--- src/rtl/idle_smi_pkg.sv ---
package idle_smi_pkg;

  localparam logic [1:0] ADDR_CTRL  = 2'd0;
  localparam logic [1:0] ADDR_ACT   = 2'd1;
  localparam logic [1:0] ADDR_TRAP  = 2'd2;
  localparam logic [1:0] ADDR_CAUSE = 2'd3;

  // Next value of a write-one-to-clear bank: new events win over clears.
  function automatic logic [31:0] w1c_next(input logic [31:0] cur,
                                           input logic [31:0] set_v,
                                           input logic [31:0] clr_v);
    return (cur & ~clr_v) | set_v;
  endfunction

  // Prescaler terminal count.
  function automatic logic tick_due(input logic [31:0] cnt,
                                    input logic [31:0] period);
    return cnt == (period - 32'd1);
  endfunction

endpackage

--- src/rtl/smi_tick_gen.sv ---
module smi_tick_gen #(
  parameter int PERIOD = 6000,
  localparam int CW = (PERIOD > 2) ? $clog2(PERIOD) : 1
) (
  input  logic clk,
  input  logic rst_n,
  input  logic en,
  output logic tick
);
  import idle_smi_pkg::*;

  logic [CW-1:0] cnt_q;
  logic          due;

  assign due  = tick_due(32'(cnt_q), 32'(PERIOD));
  assign tick = en && due;

  always_ff @(posedge clk or negedge rst_n) begin
    if (!rst_n)      cnt_q <= '0;
    else if (!en)    cnt_q <= '0;
    else if (due)    cnt_q <= '0;
    else             cnt_q <= cnt_q + 1'b1;
  end
endmodule

--- src/rtl/smi_w1c_bank.sv ---
module smi_w1c_bank #(
  parameter int W = 5
) (
  input  logic         clk,
  input  logic         rst_n,
  input  logic [W-1:0] set_vec,
  input  logic         clr_en,
  input  logic [W-1:0] clr_vec,
  output logic [W-1:0] q
);
  import idle_smi_pkg::*;

  logic [31:0] nxt;

  assign nxt = w1c_next(32'(q), 32'(set_vec), clr_en ? 32'(clr_vec) : 32'd0);

  always_ff @(posedge clk or negedge rst_n) begin
    if (!rst_n) q <= '0;
    else        q <= nxt[W-1:0];
  end
endmodule

--- src/rtl/smi_access_trap.sv ---
module smi_access_trap #(
  parameter int NUM_DEV = 5,
  parameter int IDW = 3
) (
  input  logic               acc_valid,
  input  logic [IDW-1:0]     acc_dev,
  input  logic [NUM_DEV-1:0] trap_en,
  output logic [NUM_DEV-1:0] hit,
  output logic [NUM_DEV-1:0] trapped,
  output logic               fwd
);
  for (genvar g = 0; g < NUM_DEV; g++) begin : g_dev
    assign hit[g]     = acc_valid && (acc_dev == IDW'(g));
    assign trapped[g] = hit[g] && trap_en[g];
  end

  assign fwd = acc_valid && !(|trapped);
endmodule

--- src/rtl/idle_smi_monitor.sv ---
module idle_smi_monitor #(
  parameter int NUM_DEV = 5,
  parameter int TICK_PERIOD = 6000,
  parameter int DATA_W = 32,
  localparam int DEV_ID_W = (NUM_DEV > 1) ? $clog2(NUM_DEV) : 1
) (
  input  logic                clk,
  input  logic                rst_n,
  input  logic                reg_wr,
  input  logic [1:0]          reg_addr,
  input  logic [DATA_W-1:0]   reg_wdata,
  output logic [DATA_W-1:0]   reg_rdata,
  input  logic                acc_valid,
  input  logic [DEV_ID_W-1:0] acc_dev,
  output logic                acc_fwd,
  output logic                smi
);
  import idle_smi_pkg::*;

  localparam int CAUSE_W = NUM_DEV + 1;

  logic               tick_en_q;
  logic [NUM_DEV-1:0] trap_en_q;
  logic [NUM_DEV-1:0] act_q;
  logic [CAUSE_W-1:0] cause_q;

  // Named internal events
  logic               tick_fire;
  logic [NUM_DEV-1:0] act_hit;
  logic [NUM_DEV-1:0] trap_hit;
  logic               wr_act_clr;
  logic               wr_cause_clr;

  assign wr_act_clr   = reg_wr && (reg_addr == ADDR_ACT);
  assign wr_cause_clr = reg_wr && (reg_addr == ADDR_CAUSE);

  always_ff @(posedge clk or negedge rst_n) begin
    if (!rst_n) begin
      tick_en_q <= 1'b0;
      trap_en_q <= '0;
    end else if (reg_wr) begin
      if (reg_addr == ADDR_CTRL) tick_en_q <= reg_wdata[0];
      if (reg_addr == ADDR_TRAP) trap_en_q <= reg_wdata[NUM_DEV-1:0];
    end
  end

  smi_tick_gen #(.PERIOD(TICK_PERIOD)) u_tick (
    .clk  (clk),
    .rst_n(rst_n),
    .en   (tick_en_q),
    .tick (tick_fire)
  );

  smi_access_trap #(.NUM_DEV(NUM_DEV), .IDW(DEV_ID_W)) u_trap (
    .acc_valid(acc_valid),
    .acc_dev  (acc_dev),
    .trap_en  (trap_en_q),
    .hit      (act_hit),
    .trapped  (trap_hit),
    .fwd      (acc_fwd)
  );

  smi_w1c_bank #(.W(NUM_DEV)) u_act (
    .clk    (clk),
    .rst_n  (rst_n),
    .set_vec(act_hit),
    .clr_en (wr_act_clr),
    .clr_vec(reg_wdata[NUM_DEV-1:0]),
    .q      (act_q)
  );

  smi_w1c_bank #(.W(CAUSE_W)) u_cause (
    .clk    (clk),
    .rst_n  (rst_n),
    .set_vec({trap_hit, tick_fire}),
    .clr_en (wr_cause_clr),
    .clr_vec(reg_wdata[CAUSE_W-1:0]),
    .q      (cause_q)
  );

  assign smi = |cause_q;

  always_comb begin
    reg_rdata = '0;
    unique case (reg_addr)
      ADDR_CTRL:  reg_rdata[0]           = tick_en_q;
      ADDR_ACT:   reg_rdata[NUM_DEV-1:0] = act_q;
      ADDR_TRAP:  reg_rdata[NUM_DEV-1:0] = trap_en_q;
      default:    reg_rdata[CAUSE_W-1:0] = cause_q;
    endcase
  end
endmodule

--- config.mk ---
export PLATFORM = sky130hd
export DESIGN_NAME = idle_smi_monitor
export DESIGN_NICKNAME = d
export VERILOG_FILES = /design/src/rtl/idle_smi_pkg.sv /design/src/rtl/smi_tick_gen.sv /design/src/rtl/smi_w1c_bank.sv /design/src/rtl/smi_access_trap.sv /design/src/rtl/idle_smi_monitor.sv
export SDC_FILE = /design/constraint.sdc
export NUM_CORES = 1
export LEC_CHECK = 0
export BUFFER_PORTS_ARGS = -buffer_cell sky130_fd_sc_hd__clkbuf_2
export CORE_MARGIN = 1.5
export CORE_UTILIZATION = 30
export CTS_CLUSTER_SIZE = 12
export DETAILED_ROUTE_END_ITERATION = 6
export GPL_ROUTABILITY_DRIVEN = 0
export SKIP_LAST_GASP = 1
export SYNTH_ARGS = -nofsm -noshare
export SYNTH_HDL_FRONTEND = slang
export SYNTH_SLANG_ARGS = --single-unit
--- constraint.sdc ---
create_clock -name clk -period 1.4 [get_ports clk]
set_input_delay 0.14 -clock clk [delete_from_list [all_inputs] [get_ports clk]]
set_output_delay 0.14 -clock clk [all_outputs]
set_load 0.005 [all_outputs]
==> results by group, run 1 <==
Die
  – Vert. Die Dim: 79.3 um
  – Die area: 6280 um2
  – Width of the die: 79.3 um
  – Initial core utilization: 31.3%
  – Rows: 27
  – Core box area: 5570 um2
  – Top Ports: 75

Final layout
  – # diodes: 0
  – Fin cells: 293
  – Share of cells above drive strength 1: 43.0%
  – Fillcell total: 561
  – Layout Utilization: 40.8%
  – Final nets: 262
  – Syn-to-layout area delta: 30.4%
  – Area of the multi-input gates: 978 um2
  – Sequential cell area: 756 um2

Drt
  – WL/cell: 13.1 um
  – # DRC: 0
  – Drt via density: 4.78
  – Antenna Nets Post-Route: 0
  – Iteration-0 DRC Markers: 65
  – Vias after detailed routing: 1400
  – TritonRoute pass-1 iters: 4
  – Routed WL: 3840 um

Global route
  – Met1 usage: 16.1%
  – Largest net degree at the start of global routing: 31
  – Total grt overflow: 0
  – Busiest grt layer: met2
  – Global-route wire length before repair: 6010 um
  – Met3 Usage GRT: 2.99%
  – M2 GR Usage: 20.4%
  – Gr usage total: 12.5%
  – Initial antenna violation count: 0
  – Vias in the first global route: 1266

Worst setup path
  – Reg2Reg Setup Slack: -0.01 ns
  – Critical path endpoint category: primary output
  – Crit path max fanout: 4
  – CP Launch Type: flop
  – Critical path class: reg -> out
  – CP arrival: 1.31 ns
  – Worst Path Required: 1.26 ns

Power and ir drop
  – Leak: 1.05 nW
  – Maximum vdd ir drop: 0.000405 V
  – Pwr dens: 1040 nW/um2

STA
  – Final slew viol count: 0
  – Final setup viols: 5
  – Post-route minimum period: 1.45 ns
  – Final worst path period share: 104%
  – Setup TNS: -0.119 ns
  – PnR worst setup slack: -0.0525 ns
  – Final Hold Fails: 0
  – Peak Freq: 0.688 GHz
  – Final Skew: 0.00481 ns
  – RSZ-0062 raised after global routing: yes

Placement
  – Port Buffers: 22
  – Placed Cells: 274
  – HPWL after DPL: 2640 um

Clock network
  – CTS tree: done
  – Root Buffer: clkbuf_8
  – CTS Buffer Depth: 2
  – Cts bufs inserted: 5
  – Clock slew at reported path FFs: 0.07 ns
  – Latest clock arrival within the worst-skew pair: 0.28 ns
  – Clk sinks: 30
  – Htree depth: 2

Hold path
  – Hold Path Class: in -> reg

Synthesis
  – Avg Cell Area, Syn: 10.5 um2
  – Register area share after synthesis: 43.0%
  – Register bit total from synthesis: 30
  – Post-Syn Instances: 167
  – Netlist cell types: 41
  – Fraction of registers with async set/reset: 100%
  – Ys Warns: 0
  – Post-synth EDFFs: 0
  – Synth Cell Area: 1750 um2
  – Ys flop type: dfrtp_1

Outcome
  – Violated checks: negative setup slack
  – Outcome: finished with violations

Job
  – Max Cap Viol: 0
-- routing by layer --
layer	vias up	wire length, um
li1	665	-
met2	36	1930
met4	0	27
met1	697	1730
met5	-	0
met3	2	143
-- cell type report --
class / instances / area share, %
sequential: 30 / 33.2
clock buffer: 7 / 3.79
tap: 72 / 3.96
clock inverter: 1 / 0.220
timing repair buffer: 51 / 15.2
multi-input combinational: 128 / 43.0
inverter: 4 / 0.660
-- flip-flops by register name (all words and copies together) (netlist names) --
name and count:
u_tick.cnt_q 13, u_act.q 5, trap_en_q 5, u_cause.q 6, tick_en_q 1
-- per-stage QoR --
stage	power [mW]	cell area, um2	hold WS (ns)	worst slack (ns)
floorplan	1.40	1850	-0.156	-0.0410
global placement	1.54	1960	0.178	-0.0723
detailed placement	1.54	1960	0.181	-0.0846
CTS	2.32	2140	0.132	-0.0497
global route	2.50	2280	0.135	-0.107
finish	2.36	2280	0.137	-0.0525
-- power breakdown --
| group | leakage, nW | switching (mW) | internal, mW |
|---|---|---|---|
| Sequential | 0.380 | 0.103 | 0.987 |
| Clock | 0.0482 | 0.327 | 0.396 |
| Combinational | 0.617 | 0.239 | 0.305 |
-- what timing repair did --
action,CTS,global route
gates resized for setup,5,23
endpoints found under the setup margin,15,19
buffers inserted,6,4
hold buffers,1,0
endpoints found under the hold margin,30,0
pin swaps,7,9
-- worst max-delay path, cell delays in order, from the launching register on --
cell	delay [ns]
dfrtp_1	0.41
mux2_4	0.28
nand2_2	0.06
and4_1	0.18
clkbuf_2	0.11
-- kinds of logic after synthesis --
kind of cell,synth area share [%]
other cells,0.215
simple gates,18.7
xor+xnor,1.51
mux,8.39
fa+ha+maj,0.717
buf+inv,13.5
compound gates,13.9
flops,43.0
-- cells in the mapped netlist (all sizes together) (2+ instances only) --
cell type   n  share of area, %
o31ai       4               1.7
nand3       4               1.4
buf        28                12
nor3b       2              0.86
nand4       4               1.8
a21oi       8               2.7
xor2        2               1.0
nor2        5               1.1
dfrtp      30                43
nor4        2              0.72
or3         4               1.4
inv         4              0.86
or4         4               2.2
clkbuf      2              0.43
a21o        3               1.3
nand2      17               3.7
nor4bb      2               1.1
and3        2              0.72
a32o        2               1.1
o21ai       4               1.1
mux2       11               7.1
a22o        9               4.5
-- placed cells by master, fill, tap and decap left out, drive strengths merged, types with 2 or more instances in the layout --
cell type / synthesis / final
or4: 4 / 4
conb: 1 / 26
a21o: 3 / 3
nor3b: 2 / 2
nor4: 2 / 2
mux2: 11 / 11
xor2: 2 / 2
nand3: 4 / 4
dfrtp: 30 / 30
a22o: 9 / 9
nand2: 17 / 17
o31ai: 4 / 4
o21ai: 4 / 4
and3: 2 / 2
clkbuf: 2 / 29
nand4: 4 / 4
nor4bb: 2 / 2
inv: 4 / 4
nor2: 5 / 5
a21oi: 8 / 8
or3: 4 / 4
buf: 28 / 28
a32o: 2 / 2
-- worst paths after layout --
kind / startpoint / endpoint / cells after the start
setup / recovery: trap_en_q[2] / acc_fwd / 4
hold / removal: reg_wdata[3] / trap_en_q[3] / 2
setup reg to reg: u_tick.cnt_q[4] / u_tick.cnt_q[5] / 4
hold reg to reg: u_act.q[4] / u_act.q[4] / 1
max in group asynchronous: rst_n / u_tick.cnt_q[5] / 3
min in group asynchronous: rst_n / u_tick.cnt_q[10] / 3
Note: power is estimated with default switching activity, not from simulation.
==> run 2, diff against run 1 <==
--- a/config.mk
+++ b/config.mk
@@ -11,6 +11,7 @@
 export CTS_CLUSTER_SIZE = 12
 export DETAILED_ROUTE_END_ITERATION = 6
 export GPL_ROUTABILITY_DRIVEN = 0
+export GPL_TIMING_DRIVEN = 0
 export SKIP_LAST_GASP = 1
 export SYNTH_ARGS = -nofsm -noshare
 export SYNTH_HDL_FRONTEND = slang
==> run 2 against run 1 <==
Against the previous run: the flow still finishes with violations (negative setup slack); combinational power is 8.6% higher; critical path type is now reg -> reg; critical endpoint is now u_tick.cnt_q[10]; die area stayed put; sequential share of layout area is 1.6 points lower; non-clock buffer count is 16 higher; power is 2.5% higher; via count is 1.2% higher; setup slack worse by 0.042 ns; first-iteration DRC count is 68% higher; largest power group unchanged; count of clock-buffer cells in the layout stayed put; clock skew is 0.0013 ns higher; design area is 4.5% higher.
==> results by group, run 2 (synthesis gave the netlist of run 1 again) <==
Final layout
  – Post-route cell area: 2380 um2 (+4.5%)
  – Top Registers: u_tick.cnt_q x13, u_cause.q x6
  – Largest register FFs: 13 (unchanged)
  – Syn-to-layout area delta: 36.3%
  – Fillcell total: 554 (-1.2%)
  – Fin cells: 309 (+5.5%)
  – Share of cells above drive strength 1: 43.9% (+0.90 points)
  – Most frequent cells in the layout: 38 x buf_4, 29 x dfrtp_1, 26 x conb_1, 22 x clkbuf_2, 17 x nand2_1
  – Layout Utilization: 42.7% (+1.8 points)
  – Final nets: 278 (+6.1%)
  – # diodes: 0 (unchanged)
  – Most common cell after layout, fill and taps aside: buf_4
  – Register with the highest flop count: u_tick.cnt_q

STA
  – Post-route minimum period: 1.49 ns (+0.0416 ns)
  – Final Hold Fails: 0 (unchanged)
  – Hold_ws: 0.131 ns (-0.00568 ns)
  – Peak Freq: 0.669 GHz (-2.8%)
  – Final setup viols: 17 (+12)
  – Final Skew: 0.00616 ns (+0.00135 ns)
  – Setup TNS: -0.496 ns (-0.377 ns)
  – Final worst path period share: 107% (+3.0 points)
  – PnR worst setup slack: -0.0941 ns (-0.0416 ns)
  – Slew headroom: 51.0%
  – Final slew viol count: 0 (unchanged)
  – Worst slew pin tran: 0.735 ns
  – RSZ-0062 raised after global routing: yes

Global route
  – Initial antenna violation count: 0 (unchanged)
  – Largest net degree at the start of global routing: 31 (unchanged)
  – Global-route wire length before repair: 6200 um (+3.2%)
  – Total grt overflow: 0 (unchanged)
  – Gr usage total: 12.9% (+0.42 points)
  – Vias in the first global route: 1302 (+2.8%)

Worst setup path
  – FF-to-FF path depth: 5 (+1)
  – Worst Path Required: 1.62 ns (+0.36 ns)
  – Critical path endpoint category: flop
  – Crit path max-delay cell type: or4_4
  – Crit path max fanout: 5 (+1)
  – Critical path class: reg -> reg
  – CP Launch Type: flop
  – Largest stage delay on the critical path: 0.47 ns (+0.06 ns)
  – Reg-to-reg endpoint: u_tick.cnt_q[10]
  – CP arrival: 1.71 ns (+0.40 ns)
  – Top Family by Delay on Critical Path: simple AND/OR/NAND/NOR gates
  – Worst flop-to-flop path startpoint: u_tick.cnt_q[0]
  – Cells along the critical path: ha_4 > nand3_4 > buf_6 > or4_4 > a21oi_2
  – Critical path depth: 5 (+1)
  – Reg2Reg Setup Slack: -0.09 ns (-0.08 ns)
  – Buffers and inverters on the worst path: 1 (unchanged)

Clock network
  – Clock slew at reported path FFs: 0.07 ns (about the same)
  – CTS Buffer Depth: 2 (unchanged)
  – Clk sinks: 30 (unchanged)
  – CTS tree: done
  – Root Buffer: clkbuf_8
  – Cts bufs inserted: 5 (unchanged)
  – Htree depth: 2 (unchanged)
  – Latest clock arrival within the worst-skew pair: 0.28 ns (about the same)

Power and ir drop
  – Leak: 1.14 nW (+9.4%)
  – Pwr dens: 1020 nW/um2 (-2.0%)
  – Maximum vdd ir drop: 0.000405 V (+0.17%)
  – Overall power: 2.41 mW (+2.5%)

Placement
  – Placed Cells: 286 (+4.4%)
  – Pre-CTS setup slack: -0.202 ns (-0.117 ns)
  – HPWL after DPL: 2660 um (+0.84%)
  – Port Buffers: 22 (unchanged)
  – Area after DPL: 2050 um2 (+4.4%)

Hold path
  – Hold_sp: reg_wdata[4]
  – Hold EP: trap_en_q[4]
  – Hold path depth: 2 (unchanged)
  – Hold Path Class: in -> reg

Drt
  – Iteration-0 DRC Markers: 109 (+68%)
  – TritonRoute pass-1 iters: 4 (unchanged)
  – WL/cell: 12.4 um (-5.3%)
  – # DRC: 0 (unchanged)
  – Vias after detailed routing: 1417 (+1.2%)
  – Antenna Nets Post-Route: 0 (unchanged)
  – Routed WL: 3830 um (-0.13%)
  – Drt via density: 4.59 (-4.0%)

Die
  – Width of the die: 79.3 um (unchanged)
  – Top Ports: 75 (unchanged)
  – Vert. Die Dim: 79.3 um (unchanged)
  – Die area: 6280 um2 (unchanged)
  – Core box area: 5570 um2 (unchanged)
  – Initial core utilization: 31.3% (unchanged)
  – Rows: 27 (unchanged)

Outcome
  – Outcome: finished with violations
  – Violated checks: negative setup slack

Job
  – Max Cap Viol: 0 (unchanged)
-- run 2: changes by cell type in the layout (fill, tap and decap cells not counted), sizes merged --
cell / delta
buf: +16
-- run 2: cell type report --
class                           count  area, um2  area share (%)
Buffer                             29        223            9.36
Clock buffer                        7       86.3            3.63
Clock inverter                      1       5.00           0.210
Inverter                            4       15.0           0.631
Multi-Input combinational cell    128        970            40.8
Sequential cell                    30        752            31.6
Tap cell                           72       90.1            3.79
Timing Repair Buffer               38        238            9.99
-- run 2: worst max-delay path by stage --
stage                          from               end  slack (ns)
floorplan           u_tick.cnt_q[0]  u_tick.cnt_q[10]       -0.04
global placement    u_tick.cnt_q[4]   u_tick.cnt_q[9]       -0.21
detailed placement  u_tick.cnt_q[0]  u_tick.cnt_q[11]       -0.20
CTS                 u_tick.cnt_q[0]  u_tick.cnt_q[10]       -0.09
global route        u_tick.cnt_q[0]  u_tick.cnt_q[10]       -0.15
finish              u_tick.cnt_q[0]  u_tick.cnt_q[10]       -0.09
-- run 2: power by group --
part,internal [mW],switching (mW)
Clock,0.396,0.327
Sequential,0.987,0.113
Combinational,0.360,0.231
-- run 2: layer usage --
layer  vias up  GRT usage [%]  part of all wire [%]
met4         0           5.26                   1.7
met3         7           2.99                   4.6
met2        39           21.0                    49
met5         -              0                     0
li1        693              -                     -
met1       678           16.4                    45
-- run 2: timing repair --
action                                  in CTS  in global routing
endpoints found under the hold margin       30                  0
endpoints found under the setup margin      18                 19
buffers inserted                            12                  2
hold buffers                                 1                  0
resized for setup                           13                  9
cloned                                       1                  0
pin swaps                                   11                  5
